`src/rtl/nel_pkg.sv`:
```
package nel_pkg;
  parameter int unsigned ADDR_W     = 32;
  parameter int unsigned REG_IDX_W  = 6;
  parameter int unsigned SLOT_IDX_W = 2;
  parameter int unsigned IMM_W      = 12;
  localparam int unsigned N_REGS    = 1 << REG_IDX_W;
  localparam int unsigned N_SLOTS   = 1 << SLOT_IDX_W;
  localparam int unsigned N_FILES   = 2;

  typedef enum logic [2:0] {
    SZ_UB  = 3'd0,
    SZ_SB  = 3'd1,
    SZ_UH  = 3'd2,
    SZ_SH  = 3'd3,
    SZ_W   = 3'd4,
    SZ_D   = 3'd5,
    SZ_Q   = 3'd6,
    SZ_BAD = 3'd7
  } size_e;

  typedef struct packed {
    logic                  valid;
    logic                  addr_ok;
    logic                  reg_code;
    logic                  mem_code;
    logic                  is_fp;
    logic [SLOT_IDX_W-1:0] slot;
    logic [2:0]            size;
    logic [REG_IDX_W-1:0]  tgt;
  } syn_t;

  localparam int unsigned SYN_W = $bits(syn_t);
endpackage

```
`src/rtl/nel_addr_check.sv`:
```
module nel_addr_check
  import nel_pkg::*;
(
  input  logic [ADDR_W-1:0]    base_i,
  input  logic [ADDR_W-1:0]    disp_i,
  input  logic [IMM_W-1:0]     imm_i,
  input  logic                 disp_use_i,
  input  logic [2:0]           size_i,
  input  logic [REG_IDX_W-1:0] tgt_i,
  output logic [ADDR_W-1:0]    ea_o,
  output logic                 addr_fault_o,
  output logic                 reg_fault_o,
  output logic                 size_bad_o
);
  logic [ADDR_W-1:0] imm_ext;
  logic [3:0]        align_mask;

  assign imm_ext = {{(ADDR_W-IMM_W){imm_i[IMM_W-1]}}, imm_i};
  assign ea_o    = base_i + (disp_use_i ? disp_i : imm_ext);

  always_comb begin
    align_mask  = 4'h0;
    reg_fault_o = 1'b0;
    size_bad_o  = 1'b0;
    unique case (size_e'(size_i))
      SZ_UB, SZ_SB: align_mask = 4'h0;
      SZ_UH, SZ_SH: align_mask = 4'h1;
      SZ_W:         align_mask = 4'h3;
      SZ_D: begin
        align_mask  = 4'h7;
        reg_fault_o = tgt_i[0];
      end
      SZ_Q: begin
        align_mask  = 4'hf;
        reg_fault_o = |tgt_i[1:0];
      end
      default:      size_bad_o = 1'b1;
    endcase
  end

  assign addr_fault_o = |(ea_o[3:0] & align_mask);
endmodule

```
`src/rtl/nel_flag_file.sv`:
```
module nel_flag_file
  import nel_pkg::*;
(
  input  logic                 clk_i,
  input  logic                 rst_ni,
  input  logic                 upd_i,
  input  logic                 fault_i,
  input  logic                 disp_use_i,
  input  logic [REG_IDX_W-1:0] base_idx_i,
  input  logic [REG_IDX_W-1:0] disp_idx_i,
  input  logic [REG_IDX_W-1:0] tgt_idx_i,
  output logic                 poison_o,
  output logic [N_REGS-1:0]    flags_o
);
  logic [N_REGS-1:0] flags_q;

  assign poison_o = flags_q[base_idx_i] | (disp_use_i & flags_q[disp_idx_i]);
  assign flags_o  = flags_q;

  always_ff @(posedge clk_i or negedge rst_ni) begin
    if (!rst_ni)    flags_q <= '0;
    else if (upd_i) flags_q[tgt_idx_i] <= fault_i | poison_o;
  end

  a_r4_fault_poisons: assert property (@(posedge clk_i) disable iff (!rst_ni)
    (upd_i && fault_i) |=> flags_q[$past(tgt_idx_i)]);
  a_r5_clean_clears: assert property (@(posedge clk_i) disable iff (!rst_ni)
    (upd_i && !fault_i && !flags_q[base_idx_i] && !(disp_use_i && flags_q[disp_idx_i]))
      |=> !flags_q[$past(tgt_idx_i)]);
  a_r10_idle_hold: assert property (@(posedge clk_i) disable iff (!rst_ni)
    !upd_i |=> $stable(flags_q));
endmodule

```
`src/rtl/nel_syn_pool.sv`:
```
module nel_syn_pool
  import nel_pkg::*;
(
  input  logic                      clk_i,
  input  logic                      rst_ni,
  input  logic                      alloc_i,
  input  syn_t                      entry_i,
  input  logic [ADDR_W-1:0]         addr_i,
  input  logic [N_SLOTS-1:0]        release_i,
  output logic [N_SLOTS*SYN_W-1:0]  syn_o,
  output logic [N_SLOTS*ADDR_W-1:0] addr_o,
  output logic                      ovf_o
);
  syn_t [N_SLOTS-1:0]              syn_q;
  logic [N_SLOTS-1:0][ADDR_W-1:0]  addr_q;
  logic [N_SLOTS-1:0]              valid_q;
  logic [N_SLOTS-1:0]              grant;
  logic                            any_free;
  logic                            ovf_q;

  always_comb begin
    grant    = '0;
    any_free = 1'b0;
    for (int i = N_SLOTS - 1; i >= 0; i--) begin
      if (!valid_q[i]) begin
        grant    = '0;
        grant[i] = 1'b1;
        any_free = 1'b1;
      end
    end
  end

  for (genvar s = 0; s < N_SLOTS; s++) begin : g_slot
    assign valid_q[s] = syn_q[s].valid;

    always_ff @(posedge clk_i or negedge rst_ni) begin
      if (!rst_ni) begin
        syn_q[s]  <= '0;
        addr_q[s] <= '0;
      end else if (alloc_i && grant[s]) begin
        syn_q[s]       <= entry_i;
        syn_q[s].valid <= 1'b1;
        syn_q[s].slot  <= SLOT_IDX_W'(s);
        addr_q[s]      <= addr_i;
      end else if (release_i[s]) begin
        syn_q[s].valid <= 1'b0;
      end
    end

    assign syn_o[s*SYN_W +: SYN_W]    = syn_q[s];
    assign addr_o[s*ADDR_W +: ADDR_W] = addr_q[s];

    a_r11_release_clears: assert property (@(posedge clk_i) disable iff (!rst_ni)
      (release_i[s] && valid_q[s]) |=> !valid_q[s]);
  end

  always_ff @(posedge clk_i or negedge rst_ni) begin
    if (!rst_ni) ovf_q <= 1'b0;
    else         ovf_q <= alloc_i && !any_free;
  end
  assign ovf_o = ovf_q;

  a_r6_grant_onehot: assert property (@(posedge clk_i) disable iff (!rst_ni)
    $onehot0(grant));
  a_r8_no_write: assert property (@(posedge clk_i) disable iff (!rst_ni)
    (alloc_i && (&valid_q) && !(|release_i)) |=> (ovf_q && $stable(syn_q) && $stable(addr_q)));
  a_r8_pulse: assert property (@(posedge clk_i) disable iff (!rst_ni)
    !alloc_i |=> !ovf_q);
endmodule

```
`src/rtl/spec_load_guard.sv`:
```
module spec_load_guard
  import nel_pkg::*;
(
  input  logic                      clk_i,
  input  logic                      rst_ni,
  input  logic                      req_valid_i,
  input  logic [ADDR_W-1:0]         base_val_i,
  input  logic [REG_IDX_W-1:0]      base_idx_i,
  input  logic                      disp_use_i,
  input  logic [ADDR_W-1:0]         disp_val_i,
  input  logic [REG_IDX_W-1:0]      disp_idx_i,
  input  logic [IMM_W-1:0]          imm_i,
  input  logic [REG_IDX_W-1:0]      tgt_idx_i,
  input  logic [2:0]                size_i,
  input  logic                      is_fp_i,
  input  logic                      rec_ctrl_valid_i,
  input  logic                      rec_ctrl_en_i,
  input  logic [N_SLOTS-1:0]        slot_release_i,
  output logic                      resp_valid_o,
  output logic                      issue_o,
  output logic                      addr_fault_o,
  output logic                      reg_fault_o,
  output logic                      size_err_o,
  output logic                      overflow_o,
  output logic [N_REGS-1:0]         int_flags_o,
  output logic [N_REGS-1:0]         fp_flags_o,
  output logic [N_SLOTS*SYN_W-1:0]  syn_o,
  output logic [N_SLOTS*ADDR_W-1:0] syn_addr_o
);
  logic [ADDR_W-1:0]         ea;
  logic                      addr_fault, reg_fault, size_bad, fault;
  logic [N_FILES-1:0]        upd, poison;
  logic [N_FILES-1:0][N_REGS-1:0] flags;
  logic                      poison_sel, issue_d, rec_req;
  syn_t                      entry;

  nel_addr_check u_addr (
    .base_i       (base_val_i),
    .disp_i       (disp_val_i),
    .imm_i        (imm_i),
    .disp_use_i   (disp_use_i),
    .size_i       (size_i),
    .tgt_i        (tgt_idx_i),
    .ea_o         (ea),
    .addr_fault_o (addr_fault),
    .reg_fault_o  (reg_fault),
    .size_bad_o   (size_bad)
  );

  assign fault = addr_fault | reg_fault;

  for (genvar f = 0; f < N_FILES; f++) begin : g_file
    assign upd[f] = req_valid_i && !size_bad && (is_fp_i == f[0]);
    nel_flag_file u_flags (
      .clk_i      (clk_i),
      .rst_ni     (rst_ni),
      .upd_i      (upd[f]),
      .fault_i    (fault),
      .disp_use_i (disp_use_i),
      .base_idx_i (base_idx_i),
      .disp_idx_i (disp_idx_i),
      .tgt_idx_i  (tgt_idx_i),
      .poison_o   (poison[f]),
      .flags_o    (flags[f])
    );
  end

  assign int_flags_o = flags[0];
  assign fp_flags_o  = flags[1];
  assign poison_sel  = poison[is_fp_i];
  assign issue_d     = !size_bad && (fault || !poison_sel);
  assign rec_req     = req_valid_i && rec_ctrl_valid_i && rec_ctrl_en_i && !size_bad;

  always_comb begin
    entry          = '0;
    entry.valid    = 1'b1;
    entry.addr_ok  = 1'b1;
    entry.reg_code = reg_fault;
    entry.mem_code = addr_fault;
    entry.is_fp    = is_fp_i;
    entry.size     = size_i;
    entry.tgt      = tgt_idx_i;
  end

  nel_syn_pool u_pool (
    .clk_i     (clk_i),
    .rst_ni    (rst_ni),
    .alloc_i   (rec_req),
    .entry_i   (entry),
    .addr_i    (ea),
    .release_i (slot_release_i),
    .syn_o     (syn_o),
    .addr_o    (syn_addr_o),
    .ovf_o     (overflow_o)
  );

  always_ff @(posedge clk_i or negedge rst_ni) begin
    if (!rst_ni) begin
      resp_valid_o <= 1'b0;
      issue_o      <= 1'b0;
      addr_fault_o <= 1'b0;
      reg_fault_o  <= 1'b0;
      size_err_o   <= 1'b0;
    end else begin
      resp_valid_o <= req_valid_i;
      issue_o      <= req_valid_i && issue_d;
      addr_fault_o <= req_valid_i && addr_fault;
      reg_fault_o  <= req_valid_i && reg_fault;
      size_err_o   <= req_valid_i && size_bad;
    end
  end

  a_r9_illegal_blocks: assert property (@(posedge clk_i) disable iff (!rst_ni)
    (resp_valid_o && size_err_o) |-> (!issue_o && !addr_fault_o && !reg_fault_o));
  a_r4_fault_issues: assert property (@(posedge clk_i) disable iff (!rst_ni)
    (resp_valid_o && (addr_fault_o || reg_fault_o)) |-> issue_o);
  a_r10_no_resp_idle: assert property (@(posedge clk_i) disable iff (!rst_ni)
    !resp_valid_o |-> (!issue_o && !size_err_o));
  a_r9_illegal_no_flag: assert property (@(posedge clk_i) disable iff (!rst_ni)
    (req_valid_i && size_bad) |=> ($stable(int_flags_o) && $stable(fp_flags_o)));
endmodule

```
`config.mk`:
```
export PLATFORM = sky130hd
export DESIGN_NAME = spec_load_guard
export DESIGN_NICKNAME = d
export VERILOG_FILES = /design/src/rtl/nel_pkg.sv /design/src/rtl/nel_addr_check.sv /design/src/rtl/nel_flag_file.sv /design/src/rtl/nel_syn_pool.sv /design/src/rtl/spec_load_guard.sv
export SDC_FILE = /design/constraint.sdc
export NUM_CORES = 1
export LEC_CHECK = 0
export BUFFER_PORTS_ARGS = -buffer_cell sky130_fd_sc_hd__buf_2
export CAP_MARGIN = 15
export CORE_AREA = 4 4 214 216
export CTS_CLUSTER_SIZE = 8
export DETAILED_ROUTE_END_ITERATION = 7
export DIE_AREA = 0 0 218 220
export PLACE_DENSITY = 0.76
export RECOVER_POWER = 25
export SKIP_LAST_GASP = 1
export SYNTH_ARGS = -nofsm -noshare
export SYNTH_HDL_FRONTEND = slang
export SYNTH_SLANG_ARGS = --single-unit
```
`constraint.sdc`:
```
create_clock -name clk_i -period 2.4 [get_ports clk_i]
set_clock_uncertainty 0.1 [all_clocks]
set_input_delay 0.36 -clock clk_i [delete_from_list [all_inputs] [get_ports clk_i]]
set_output_delay 0.36 -clock clk_i [all_outputs]
set_load 0.02 [all_outputs]
```
# After elaboration in Yosys (flattened, before gate mapping)
# Index checks and enable logic that the tools add are counted.
totals:
  reg_bits: 319
  word_cells: 125
  input_bits: 108
  output_inout_bits: 326
op_classes:
  n_addsub: 1
  n_lt_le_gt_ge: 5
  muxes: 34
  n_eq_ne: 6
  n_bitwise: 9
  n_reduce_logical: 29
op_table:
  columns: ["operator", "n"]
  rows:
  - ["bitwise mux 64 bit", 2]
  - ["adder 32 bit", 1]
  - ["2-to-1 mux 32 bit", 1]
  - ["binary-select mux 1 bit (select 6 bit)", 4]
  - ["less-than comparator 6 x 7 -> 1 bit (second input constant)", 3]
  - ["2-to-1 mux 1 bit", 20]
  - ["logical AND 1 bit", 17]
  - ["2-to-1 mux 4 bit", 4]
  - ["case mux 4 bit (4 select lines)", 1]
  - ["equality test 3 bit (second input constant)", 3]
  - ["nonzero test 2 bit", 4]
  - ["OR reduction 7 bit", 1]
  - ["demux 1 bit (select 6 bit)", 1]
  - ["equality test 3 x 2 -> 1 bit (second input constant)", 2]
  - ["greater-or-equal comparator 6 x 1 -> 1 bit (second input constant)", 1]
  - ["bitwise OR 1 bit", 5]
  - ["AND 4 bit", 1]
  - ["OR reduction 2 bit", 2]
  - ["OR reduction 4 bit", 1]
  - ["equality test 3 x 1 -> 1 bit (second input constant)", 1]
  - ["logical NOT 3 bit", 1]
  - ["AND 1 bit", 2]
  - ["logical NOT 1 bit", 2]
  - ["less-than comparator 1 x 2 -> 1 bit (second input constant)", 1]
  - ["3 further kinds", 3]

# Logic depth before layout (Yosys ltp)
# Gate-level depths: netlist (run 1).
logic_depth:
  depth_word: 10
  depth_mapped: 15
  ltp_nobuf: 10

# By module
# From an unflattened synthesis (run 1), not the netlist that was laid out.
hier_totals:
  hier_cells: 1549
  hier_area_um2: 16987.5
by_module_without_submodules:
  columns: ["module", "seq_area_each_um2", "instances", "cells_each", "area_per_inst_um2"]
  rows:
  - ["nel_syn_pool", 4704.5, 1, 411, 7045.5]
  - ["nel_flag_file at g_file[1].u_flags", 1601.5, 1, 400, 3769.9]
  - ["nel_flag_file at g_file[0].u_flags", 1601.5, 1, 399, 3734.8]
  - ["nel_addr_check", 0.0, 1, 322, 2232.1]
  - ["spec_load_guard", 125.1, 1, 17, 205.2]

# Least setup slack after synthesis (run 1)
# No wires, ideal clock.
synth_path:
  path_kind: "input-to-reg"
  startpoint: "in disp_use_i"
  endpoint: "reg u_pool.addr_q, in the netlist u_pool.addr_o[83]"
  arrival_ps: 3433
  path_slack_ps: -1202
  n_path_buf: 4
  setup_ps: 69
  t_required_ps: 2231
  cell_stages: 13
  path_cell_list: "clkbuf_1 buf_1 clkbuf_1 nand2_1 nand2_1 ha_1 clkbuf_1 a211oi_1 nor2_1 a2111oi_2 a211oi_1 or4_1 nand3_1"
synth_via:
  elab_chain_len: 2
synth_lines:
  columns: ["element", "line_no", "text"]
  rows:
  - ["start: declaration", "spec_load_guard.sv:9", "input logic disp_use_i,"]
  - ["2-to-1 mux 32 bit", "nel_addr_check.sv:19", "assign ea_o = base_i + (disp_use_i ? disp_i : imm_ext);"]
  - ["adder 32 bit", "nel_addr_check.sv:19", null]
  - ["end signal: indexed assignment", "nel_syn_pool.sv:44", "addr_q[s] <= addr_i;"]
  - ["end: declaration", "nel_syn_pool.sv:15", "logic [N_SLOTS-1:0][ADDR_W-1:0] addr_q;"]
# Every way passes these cells.
# A chain may end at the register's enable or synchronous reset.

# Worst setup path in the final report (run 1)
layout_path:
  startpoint: "reg g_file[0].u_flags.flags_q[47]"
  endpoint: "reg g_file[0].u_flags.flags_q[22]"
layout_via:
  elab_chain_len: 6
  word_cells_on_any_way: 8
  classes_between: "5 x mux; 3 x bitwise"
layout_lines:
  columns: ["element", "line_no", "text"]
  rows:
  - ["start: declaration", "nel_flag_file.sv:15", "logic [N_REGS-1:0] flags_q;"]
  - ["start signal: indexed assignment", "nel_flag_file.sv:22", "else if (upd_i) flags_q[tgt_idx_i] <= fault_i | poison_o;"]
  - ["binary-select mux 1 bit (select 6 bit)", "nel_flag_file.sv:17", "assign poison_o = flags_q[base_idx_i] | (disp_use_i & flags_q[disp_idx_i]);"]
  - ["2-to-1 mux 1 bit (implied by the code)", "nel_flag_file.sv:17", null]
  - ["AND 1 bit", "nel_flag_file.sv:17", null]
  - ["bitwise OR 1 bit *", "nel_flag_file.sv:17", null]
  - ["bitwise OR 1 bit *", "nel_flag_file.sv:22", null]
  - ["bitwise mux 64 bit *", "nel_flag_file.sv:22", null]
# Mark *: on every way between the ends. The rest lies on a longest branch, timed or not. The select of a mux whose other input is x is not followed.

==> flow_metrics.py, run 1 <==
metrics = {
    "status": {
        "outcome": "finished with violations",
        "violations": "capacitance limit, slew limit, setup timing",
    },
    "run": {
        "maxCapViolations": 1,
    },
    "cts": {
        "cts_root_buffer": "clkbuf_16",
        "clock_latency_ns": 0.56,
        "cts_sinks": 318,
        "cts_tree": "built",
        "htreeDepth": 2,
        "numCtsBuffers": 46,
        "cts_buffer_depth": 3,
        "clk_pin_slew_worst_paths_ns": 0.05,
    },
    "die": {
        "core_area_mm2": 0.0439,
        "fp.dieArea_mm2": 0.0480,
        "die_y_um": 220,
        "die_w_um": 218,
        "num_io_pins": 434,
        "num_rows": 77,
        "start_util_pct": 39.4,
    },
    "power": {
        "p_leak_nw": 13.1,
        "ir_drop_uv": 622,
        "p_per_area_mw_per_mm2": 757,
    },
    "global_routing": {
        "grt_pass1_vias": 18200,
        "grt-ovfl-total": 0,
        "grt_pass1_wl_mm": 110,
        "grt_max_degree": 73,
        "grt_usage_pct": 29.7,
        "grt_antenna_before_repair": 4,
    },
    "sta": {
        "period_minus_slack_ns": 2.90,
        "drv_slew": 44,
        "rsz0062_at_grt": "true",
        "final.setup.worst_slack_ns": -0.501,
        "tns_ns": -54.72,
        "setup_violations": 145,
        "max_freq_mhz": 345,
        "hold_viol": 0,
        "tightest_slew_ns": 1.52,
        "relSlewSlack_pct": -1.32,
        "period_share_pct": 121,
    },
    "critical_path": {
        "worstSetupPathType": "flop to flop",
        "worstReg2RegStart": "g_file[0].u_flags.flags_o[47]",
        "cp.arrival_ns": 3.24,
        "required_ns": 2.74,
        "critPathCaptureType": "flop",
        "worst_setup_path_start_kind": "flop",
        "reg2reg_slack_ns": -0.50,
        "worstReg2RegEnd": "g_file[0].u_flags.flags_o[22]",
        "path_max_fanout": 16,
        "reg2reg_depth": 9,
    },
    "routing": {
        "drc_errors": 0,
        "viasPerCell": 5.74,
        "drtIter0Drc": 1758,
        "ant_nets": 0,
        "first_pass_iters": 8,
        "wirelength_mm": 75.3,
        "wl_per_cell_um": 23.8,
        "dr_total_vias": 18200,
    },
    "synthesis": {
        "syn_avg_cell_area_um2": 9.63,
        "synth-seq-cells": 318,
        "yosysMostFrequentCell": "nand2_1",
        "synth.area.top_cells": "dfrtp_1 (46%), nand2_1 (8.1%), mux2_2 (6.5%)",
        "synth_flop_cell": "dfrtp_1",
        "synthTopCellsByCount": "nand2_1 (372), dfrtp_1 (318), nor2_1 (126)",
        "synth_edf_count": 0,
        "synth_top_area_share_pct": 46.0,
        "async_reset_ff_share_pct": 100,
        "yosys.cell_types.count": 68,
        "yosysSeqAreaShare_pct": 46.0,
        "yosysTopAreaCell": "dfrtp_1",
        "synth_area_mm2": 0.0173,
        "synthCells": 1798,
        "yosys_warnings": 0,
    },
    "min_path": {
        "hold_class": "input pin to flop",
        "holdPathEnd": "u_pool.syn_o[53]",
        "whs_path_depth": 3,
        "min_from": "tgt_idx_i[5]",
    },
    "place": {
        "port_buffers": 429,
        "dp_hpwl_mm": 56.3,
        "globalplace.congestion": 1.04,
        "preCtsSetupSlack_ns": -1.16,
    },
    "cells_and_area": {
        "drive_above_1_share_pct": 45.2,
        "area_growth_pct": 47.7,
        "nets": 2705,
        "fin_util_pct": 58.2,
        "nFillCells": 3696,
    },
}
layout make-up:
type | count | area, µm² | area share [%]
clock inverters | 3 | 41.3 | 0.161
repair buffers | 853 | 5870 | 22.9
multi-input cells | 1331 | 9710 | 38.0
inverters | 15 | 58.8 | 0.230
well taps | 592 | 741 | 2.90
flip-flops and latches | 318 | 7960 | 31.1
clock buffers | 51 | 1190 | 4.65
diodes | 1 | 2.50 | 0.00979
per-layer routing:
layer	part of all wire (%)	vias to the layer above	global-route usage (%)
met5	0.048	-	0
met4	5.0	6	11.6
met3	10	238	8.45
met2	47	1108	49.6
met1	38	8875	36.7
li1	-	7939	-
placed cells by master (no fill, tap or decap), types with 12 or more instances in the layout:
cell       count
a21o_1        15
a21oi_1       84
inv_1         14
mux2i_1       68
mux2_4        31
a22oi_1       22
nor2_1       120
o21ai_0       59
o31ai_1       16
dfrtp_1      318
buf_4        365
a31oi_1       53
nand4_1       21
mux2_2        69
nor3_1        13
a21oi_2       17
nand3_1       41
mux4_2        38
buf_12        22
clkbuf_16     51
nand2_1      367
buf_6         14
buf_2        425
nand2b_1      25
ha_1          19
o211ai_1      12
where the power goes:
| part | leakage [nW] | internal, W | total, W | switching (W) |
|---|---|---|---|---|
| Sequential | 4.23 | 0.00617 | 0.00678 | 0.000608 |
| Combinational | 8.23 | 0.00282 | 0.00677 | 0.00395 |
| Clock | 0.605 | 0.00345 | 0.00580 | 0.00235 |
| Total | 13.1 | 0.0124 | 0.0193 | 0.00690 |
state kept, by name, summed over array words and instances, names as in the netlist:
register,cells
size_err_o,1
addr_fault_o,1
u_pool.syn_o,56
u_pool.addr_o,128
reg_fault_o,1
g_file.u_flags.flags_o,128
resp_valid_o,1
u_pool.ovf_o,1
issue_o,1
cell families (layout without fill, tap and decap cells):
| family | after synthesis | count (layout) | synth area share [%] |
|---|---|---|---|
| AND/OR/NAND/NOR | 698 | 699 | 18.1 |
| multiplexers | 207 | 207 | 15.4 |
| adder cells (fa/ha/maj) | 32 | 32 | 2.36 |
| XOR/XNOR | 16 | 16 | 0.810 |
| other | 1 | 5 | 0.0217 |
| AO/OA/AOI/OAI | 373 | 373 | 13.4 |
| buffers and inverters | 153 | 922 | 3.94 |
| flip-flops | 318 | 318 | 46.0 |
per-stage QoR:
stage          hold WS [ns]  instances  total power (W)  instance area [µm²]
5_1_grt              0.0773       3164           0.0201                25600
3_3_place_gp          0.215       3080           0.0128                23300
4_1_cts              0.0394       3151           0.0191                24900
6_report             0.0586       3164           0.0193                25600
3_5_place_dp          0.220       3080           0.0130                23300
2_1_floorplan       -0.0356       1801           0.0100                17900
how the worst max path moves through the flow:
stage | start | end | slack [ns] | cells after the start
2_1_floorplan | disp_use_i | u_pool.addr_o[93] | -0.60 | 15
3_3_place_gp | base_idx_i[0] | g_file[0].u_flags.flags_o[52] | -1.12 | 11
3_5_place_dp | base_idx_i[0] | g_file[0].u_flags.flags_o[37] | -1.16 | 11
4_1_cts | g_file[1].u_flags.flags_o[31] | g_file[1].u_flags.flags_o[16] | -0.36 | 8
5_1_grt | g_file[0].u_flags.flags_o[47] | g_file[0].u_flags.flags_o[22] | -0.52 | 9
6_report | g_file[0].u_flags.flags_o[47] | g_file[0].u_flags.flags_o[22] | -0.50 | 9
repair_timing:
action / in CTS / in global routing
pin swaps: 18 / 48
hold buffers: 8 / 0
cloned: 4 / 6
setup endpoints to repair: 213 / 202
buffers inserted: 7 / 9
resized for setup: 40 / 98
endpoints found under the hold margin: 51 / 0
worst max-delay path: stages, from the launching register on:
cell and delay [ns]:
dfrtp_1 0.39, mux4_2 0.50, mux2_4 0.28, nand4_1 0.09, o31ai_1 0.11, nor4_4 0.38, buf_4 0.19, nand3_4 0.20
clkbuf_16 0.26, mux2_2 0.28
No activity file was read; power rests on OpenSTA's default activity.
==> run 2: changes to the inputs <==
--- a/config.mk
+++ b/config.mk
@@ -11,7 +11,7 @@
 export CTS_CLUSTER_SIZE = 8
 export DETAILED_ROUTE_END_ITERATION = 7
 export DIE_AREA = 0 0 218 220
-export PLACE_DENSITY = 0.76
+export PLACE_DENSITY = 0.73
 export RECOVER_POWER = 25
 export SKIP_LAST_GASP = 1
 export SYNTH_ARGS = -nofsm -noshare
==> constraint.sdc (replaced) <==
create_clock -name clk_i -period 3.05 [get_ports clk_i]
set_clock_uncertainty 0.1 [all_clocks]
set_input_delay 0.4575 -clock clk_i [delete_from_list [all_inputs] [get_ports clk_i]]
set_output_delay 0.4575 -clock clk_i [all_outputs]
set_load 0.02 [all_outputs]
==> run 2 against run 1 <==
  * The flow finishes with violations (capacitance limit, slew limit)
  * Die area stayed put
  * Sequential cell count stayed put
  * Via count is 6.8% lower
  * Clock-buffer cell count is 3 lower
  * Total power is 26% lower
  * Critical endpoint is now u_pool.addr_o[123]
==> flow_metrics.py, run 2 (same netlist as run 1, synthesis figures left out) <==
metrics = {
    "status": {
        "outcome": "finished with violations",
        "violations": "capacitance limit, slew limit",
    },
    "cells_and_area": {
        "drive_above_1_share_pct": 37.6,
        "nFillCells": 3933,
        "instances_no_fill": 2978,
        "final_common_cell": "buf_2",
        "nets": 2522,
        "final_cell_mix": "buf_2 (426), nand2_1 (371), dfrtp_1 (318)",
        "area_growth_pct": 33.3,
    },
    "cts": {
        "cts_tree": "built",
        "htreeDepth": 2,
        "cts_root_buffer": "clkbuf_16",
        "cts_buffer_depth": 3,
        "clk_pin_slew_worst_paths_ns": 0.05,
        "numCtsBuffers": 46,
        "clock_latency_ns": 0.58,
        "cts_sinks": 318,
    },
    "run": {
        "maxCapViolations": 1,
    },
    "place": {
        "port_buffers": 429,
        "preCtsSetupSlack_ns": -0.615,
        "dp_hpwl_mm": 50.7,
        "globalplace.congestion": 0.973,
        "dp.cells": 2920,
    },
    "sta": {
        "hold_ws_ns": 0.123,
        "setup_violations": 0,
        "tightest_slew_ns": 2.06,
        "drv_slew": 72,
        "tns_ns": 0,
        "relSlewSlack_pct": -37.0,
        "period_share_pct": 96.1,
        "final.setup.worst_slack_ns": 0.119,
        "period_minus_slack_ns": 2.93,
        "hold_viol": 0,
        "max_freq_mhz": 341,
    },
    "critical_path": {
        "cp.arrival_ns": 3.27,
        "critPathCaptureType": "flop",
        "worst_setup_path_start_kind": "input pin",
        "slowest_stage": "a2111o_1",
        "cpPeakStageDelay_ns": 0.38,
        "path_max_fanout": 19,
        "crit_chain": "clkbuf_4 > buf_6 > nand2b_1 > buf_12 > nand2_1 > ha_1 > a211oi_2 > nor2_2 > a2111o_1 > a32oi_2 > nand3_1 > xor2_1 > buf_4 > mux2_2",
        "worstSetupPathType": "input pin to flop",
        "required_ns": 3.39,
    },
    "global_routing": {
        "busiest_layer": "met2",
        "use_met3_pct": 6.22,
        "use_met1_pct": 35.8,
        "grt-ovfl-total": 0,
        "grt_pass1_vias": 17000,
        "grt_max_degree": 74,
        "met2_usage_pct": 42.9,
        "grt_usage_pct": 27.4,
        "grt_antenna_before_repair": 1,
        "grt_pass1_wl_mm": 102,
    },
    "power": {
        "ir_drop_uv": 467,
        "p_leak_nw": 11.8,
        "p_per_area_mw_per_mm2": 618,
    },
    "die": {
        "num_rows": 77,
        "die_w_um": 218,
        "num_io_pins": 434,
        "fp.dieArea_mm2": 0.0480,
        "start_util_pct": 39.4,
        "die_y_um": 220,
        "core_area_mm2": 0.0439,
    },
    "routing": {
        "ant_nets": 0,
        "dr_total_vias": 16900,
        "wirelength_mm": 67.6,
        "wl_per_cell_um": 22.7,
        "drtIter0Drc": 1639,
        "viasPerCell": 5.69,
        "first_pass_iters": 5,
        "drc_errors": 0,
    },
    "min_path": {
        "hold_class": "input pin to flop",
    },
}
## run 2: changes by cell type in the layout (fill, tap and decap cells not counted), moves of 6 or more
| cell | before | now |
|---|---|---|
| ha_4 | 11 | 4 |
| a21oi_2 | 17 | 2 |
| buf_4 | 365 | 211 |
| mux2_4 | 31 | 1 |
| o21ai_0 | 59 | 72 |
| a31oi_1 | 53 | 59 |
| ha_1 | 19 | 27 |
| buf_6 | 14 | 3 |
| mux2_2 | 69 | 99 |
| nand3_1 | 41 | 48 |
| o21ai_1 | 11 | 4 |
| a21oi_1 | 84 | 103 |
## run 2: final cells by class
class	count	area, µm²	share of cell area [%]
Antenna cell	1	2.50	0.0108
Sequential cell	318	7960	34.5
Inverter	15	56.3	0.244
Tap cell	592	741	3.21
Clock inverter	3	22.5	0.0976
Timing Repair Buffer	671	4220	18.3
Clock buffer	48	1180	5.11
Multi-Input combinational cell	1330	8890	38.5
## run 2: path summary, 6_finish.rpt
path                       depth (start not counted)                             to                     startpoint  slack [ns]
setup reg to reg                                   7  g_file[1].u_flags.flags_o[54]  g_file[1].u_flags.flags_o[37]        0.15
hold reg to reg                                    2               u_pool.syn_o[17]               u_pool.syn_o[17]        0.36
min in group asynchronous                          2               u_pool.syn_o[60]                         rst_ni        0.93
max in group asynchronous                          3  g_file[1].u_flags.flags_o[49]                         rst_ni        0.49
setup / recovery                                  14             u_pool.addr_o[123]                     disp_use_i        0.12
hold / removal                                     3               u_pool.syn_o[33]                   tgt_idx_i[1]        0.12
## run 2: worst max-delay path, delay by kind of cell
| kind | cells | cell delay, ns |
|---|---|---|
| mux | 1 | 0.26 |
| xor+xnor | 1 | 0.21 |
| simple gates | 4 | 0.44 |
| compound gates | 3 | 0.86 |
| buf+inv | 4 | 0.70 |
| fa+ha+maj | 1 | 0.32 |
## run 2: per-stage QoR
step	instance area (µm²)	power, W	util [%]
floorplan	17600	0.00776	-
global placement	21800	0.00965	49.6
detailed placement	21800	0.00974	49.6
CTS	23100	0.0143	52.5
global route	23100	0.0149	52.5
finish	23100	0.0143	52.5
## run 2: power by group
group | switching [W] | internal, W | leakage [nW]
Clock | 0.00183 | 0.00269 | 0.593
Sequential | 0.000538 | 0.00486 | 4.23
Combinational | 0.00266 | 0.00170 | 7.02
## run 2: per-layer routing
metal	up-vias	share of wire (%)
li1	7569	-
met1	8289	40
met2	899	46
met3	180	9.1
met4	0	5.3
met5	-	0
## run 2: what timing repair did
item                       4_1_cts  5_1_grt
hold endpoints to repair        72        0
buffers inserted                 0        0
hold buffers                     6        0
setup endpoints to repair        3      125
resized for setup                1       10
pin swaps                        0        2
==> run 3: changes to the inputs <==
==> constraint.sdc (replaced) <==
create_clock -name clk_i -period 3.05 [get_ports clk_i]
set_clock_uncertainty 0.1 [all_clocks]
set_input_delay 0.61 -clock clk_i [delete_from_list [all_inputs] [get_ports clk_i]]
set_output_delay 0.61 -clock clk_i [all_outputs]
set_load 0.02 [all_outputs]
==> run 3 against run 2 <==
  * The run now ends clean
  * First-iteration DRC count increased by 13%
  * Clock power increased by 2%
  * Largest cell class unchanged
  * Setup slack got worse by 0.067 ns
  * Fmax decreased by 2.2%
  * Worst hold slack got worse by 0.015 ns
  * Highest routed layer is now met5
  * Sequential power increased by 0.7%
  * Critical endpoint is now u_pool.addr_o[24]
  * Clock-buffer cell count increased by 2
==> flow_metrics.py, run 3 (same netlist as run 1, synthesis figures left out) <==
metrics = {
    "global_routing": {
        "grt_pass1_wl_mm": 102,
        "grt-ovfl-total": 0,
        "grt_antenna_before_repair": 2,
        "grt_usage_pct": 27.3,
        "grt_pass1_vias": 17000,
        "grt_max_degree": 88,
    },
    "routing": {
        "wl_per_cell_um": 22.8,
        "first_pass_iters": 6,
        "ant_nets": 0,
        "drc_errors": 0,
        "wirelength_mm": 68.1,
        "dr_total_vias": 17100,
        "drtIter0Drc": 1849,
        "viasPerCell": 5.74,
    },
    "place": {
        "globalplace.congestion": 1.01,
        "port_buffers": 429,
        "dp.cells": 2925,
        "dp_hpwl_mm": 51.0,
    },
    "critical_path": {
        "crit_buf_inv": 5,
        "slowest_stage": "a211oi_4",
        "worst_setup_path_start_kind": "input pin",
        "cpPeakStageDelay_ns": 0.40,
        "required_ns": 3.41,
        "worstSetupPathType": "input pin to flop",
        "critPathCaptureType": "flop",
        "startpoint": "disp_use_i",
        "worstReg2RegStart": "g_file[1].u_flags.flags_o[55]",
        "reg2reg_depth": 7,
        "critPathTopFamily": "compound AO/OA/AOI/OAI gates",
        "crit_top_cell": "buf_4",
        "cp.arrival_ns": 3.36,
        "worstSetupPathDepth": 13,
        "path_max_fanout": 11,
        "crit_chain": "clkbuf_4 > buf_12 > buf_4 > mux2_4 > ha_4 > buf_4 > nand4_1 > a211oi_4 > o2111ai_2 > nand4_1 > a21oi_1 > buf_4 > o31ai_1",
    },
    "die": {
        "core_area_mm2": 0.0439,
        "num_io_pins": 434,
        "fp.dieArea_mm2": 0.0480,
        "num_rows": 77,
        "die_w_um": 218,
        "start_util_pct": 39.4,
        "die_y_um": 220,
    },
    "sta": {
        "tightest_slew_ns": 1.49,
        "hold_viol": 0,
        "period_minus_slack_ns": 3.00,
        "max_freq_mhz": 334,
        "drv_slew": 0,
        "relSlewSlack_pct": 0.924,
        "period_share_pct": 98.3,
        "setup_violations": 0,
        "hold_ws_ns": 0.108,
        "rsz0062_at_grt": "true",
    },
    "min_path": {
        "min_from": "slot_release_i[1]",
        "hold_class": "input pin to flop",
        "whs_path_depth": 2,
    },
    "power": {
        "power_w": 0.0144,
        "p_per_area_mw_per_mm2": 621,
        "ir_drop_uv": 517,
        "p_leak_nw": 11.9,
    },
    "cells_and_area": {
        "nFillCells": 3973,
        "nets": 2523,
        "instances_no_fill": 2982,
        "final_common_cell": "buf_2",
        "multiInputGateArea_mm2": 0.00903,
        "final_cell_mix": "buf_2 (425), nand2_1 (371), dfrtp_1 (318)",
        "area_growth_pct": 34.2,
        "seqCellArea_mm2": 0.00796,
        "drive_above_1_share_pct": 38.5,
    },
    "cts": {
        "numCtsBuffers": 46,
        "clk_pin_slew_worst_paths_ns": 0.05,
        "cts_sinks": 318,
        "cts_buffer_depth": 3,
        "cts_root_buffer": "clkbuf_16",
        "htreeDepth": 2,
        "cts_tree": "built",
        "clock_latency_ns": 0.59,
    },
    "run": {
        "maxCapViolations": 0,
    },
    "status": {
        "outcome": "finished, final reports clean",
    },
}
[run 3: path summary, 6_finish.rpt]
kind                                                 end  slack (ns)
min reg2reg                             u_pool.syn_o[56]        0.37
min                                     u_pool.syn_o[31]        0.11
max reg2reg                g_file[1].u_flags.flags_o[53]        0.15
max in group asynchronous               u_pool.syn_o[53]        0.91
max                                    u_pool.addr_o[24]        0.05
min in group asynchronous              u_pool.addr_o[77]        0.79
[run 3: area by class of cell]
type	count	share of cell area, %
repair buffers	672	18.1
clock buffers	50	5.16
flip-flops and latches	318	34.3
diodes	1	0.0108
well taps	592	3.19
multi-input cells	1330	38.9
inverters	15	0.242
clock inverters	4	0.167
[run 3: report_power, final]
part | total [W] | switching, W | leakage (nW) | internal [W]
logic | 0.00438 | 0.00267 | 7.04 | 0.00171
registers | 0.00543 | 0.000573 | 4.23 | 0.00485
clock network | 0.00462 | 0.00188 | 0.611 | 0.00274
total | 0.0144 | 0.00512 | 11.9 | 0.00931
[run 3: worst reg2reg max path: cells and delay by family (launching register included)]
family          cells  cell delay (ns)
mux                 2             1.04
simple gates        2             0.58
flops               1             0.42
compound gates      2             0.41
buf+inv             1             0.22
[run 3: metrics by stage]
| step | cell area, µm² | setup TNS [ns] | utilization [%] | worst slack, ns |
|---|---|---|---|---|
| 3_5_place_dp | 21900 | -108.91 | 49.9 | -0.584 |
| 2_1_floorplan | 17700 | -23.64 | - | -0.218 |
| 6_report | 23200 | 0 | 52.9 | 0.0520 |
| 3_3_place_gp | 21900 | -97.08 | 49.9 | -0.512 |
| 4_1_cts | 23200 | 0 | 52.7 | 0.000987 |
| 5_1_grt | 23200 | -0.101 | 52.9 | -0.0300 |
[run 3: what timing repair did]
item,CTS,global route
setup buffers,0,1
setup endpoints to repair,0,172
hold buffers,1,0
endpoints found under the hold margin,2,0
resized for setup,0,16
[run 3: routing by layer]
metal	part of all wire [%]	track usage (%)	vias to the layer above
met1	40	35.3	8452
met5	0.019	0	-
met3	8.2	5.52	215
met4	5.1	11.9	2
li1	-	-	7560
met2	47	44.9	883
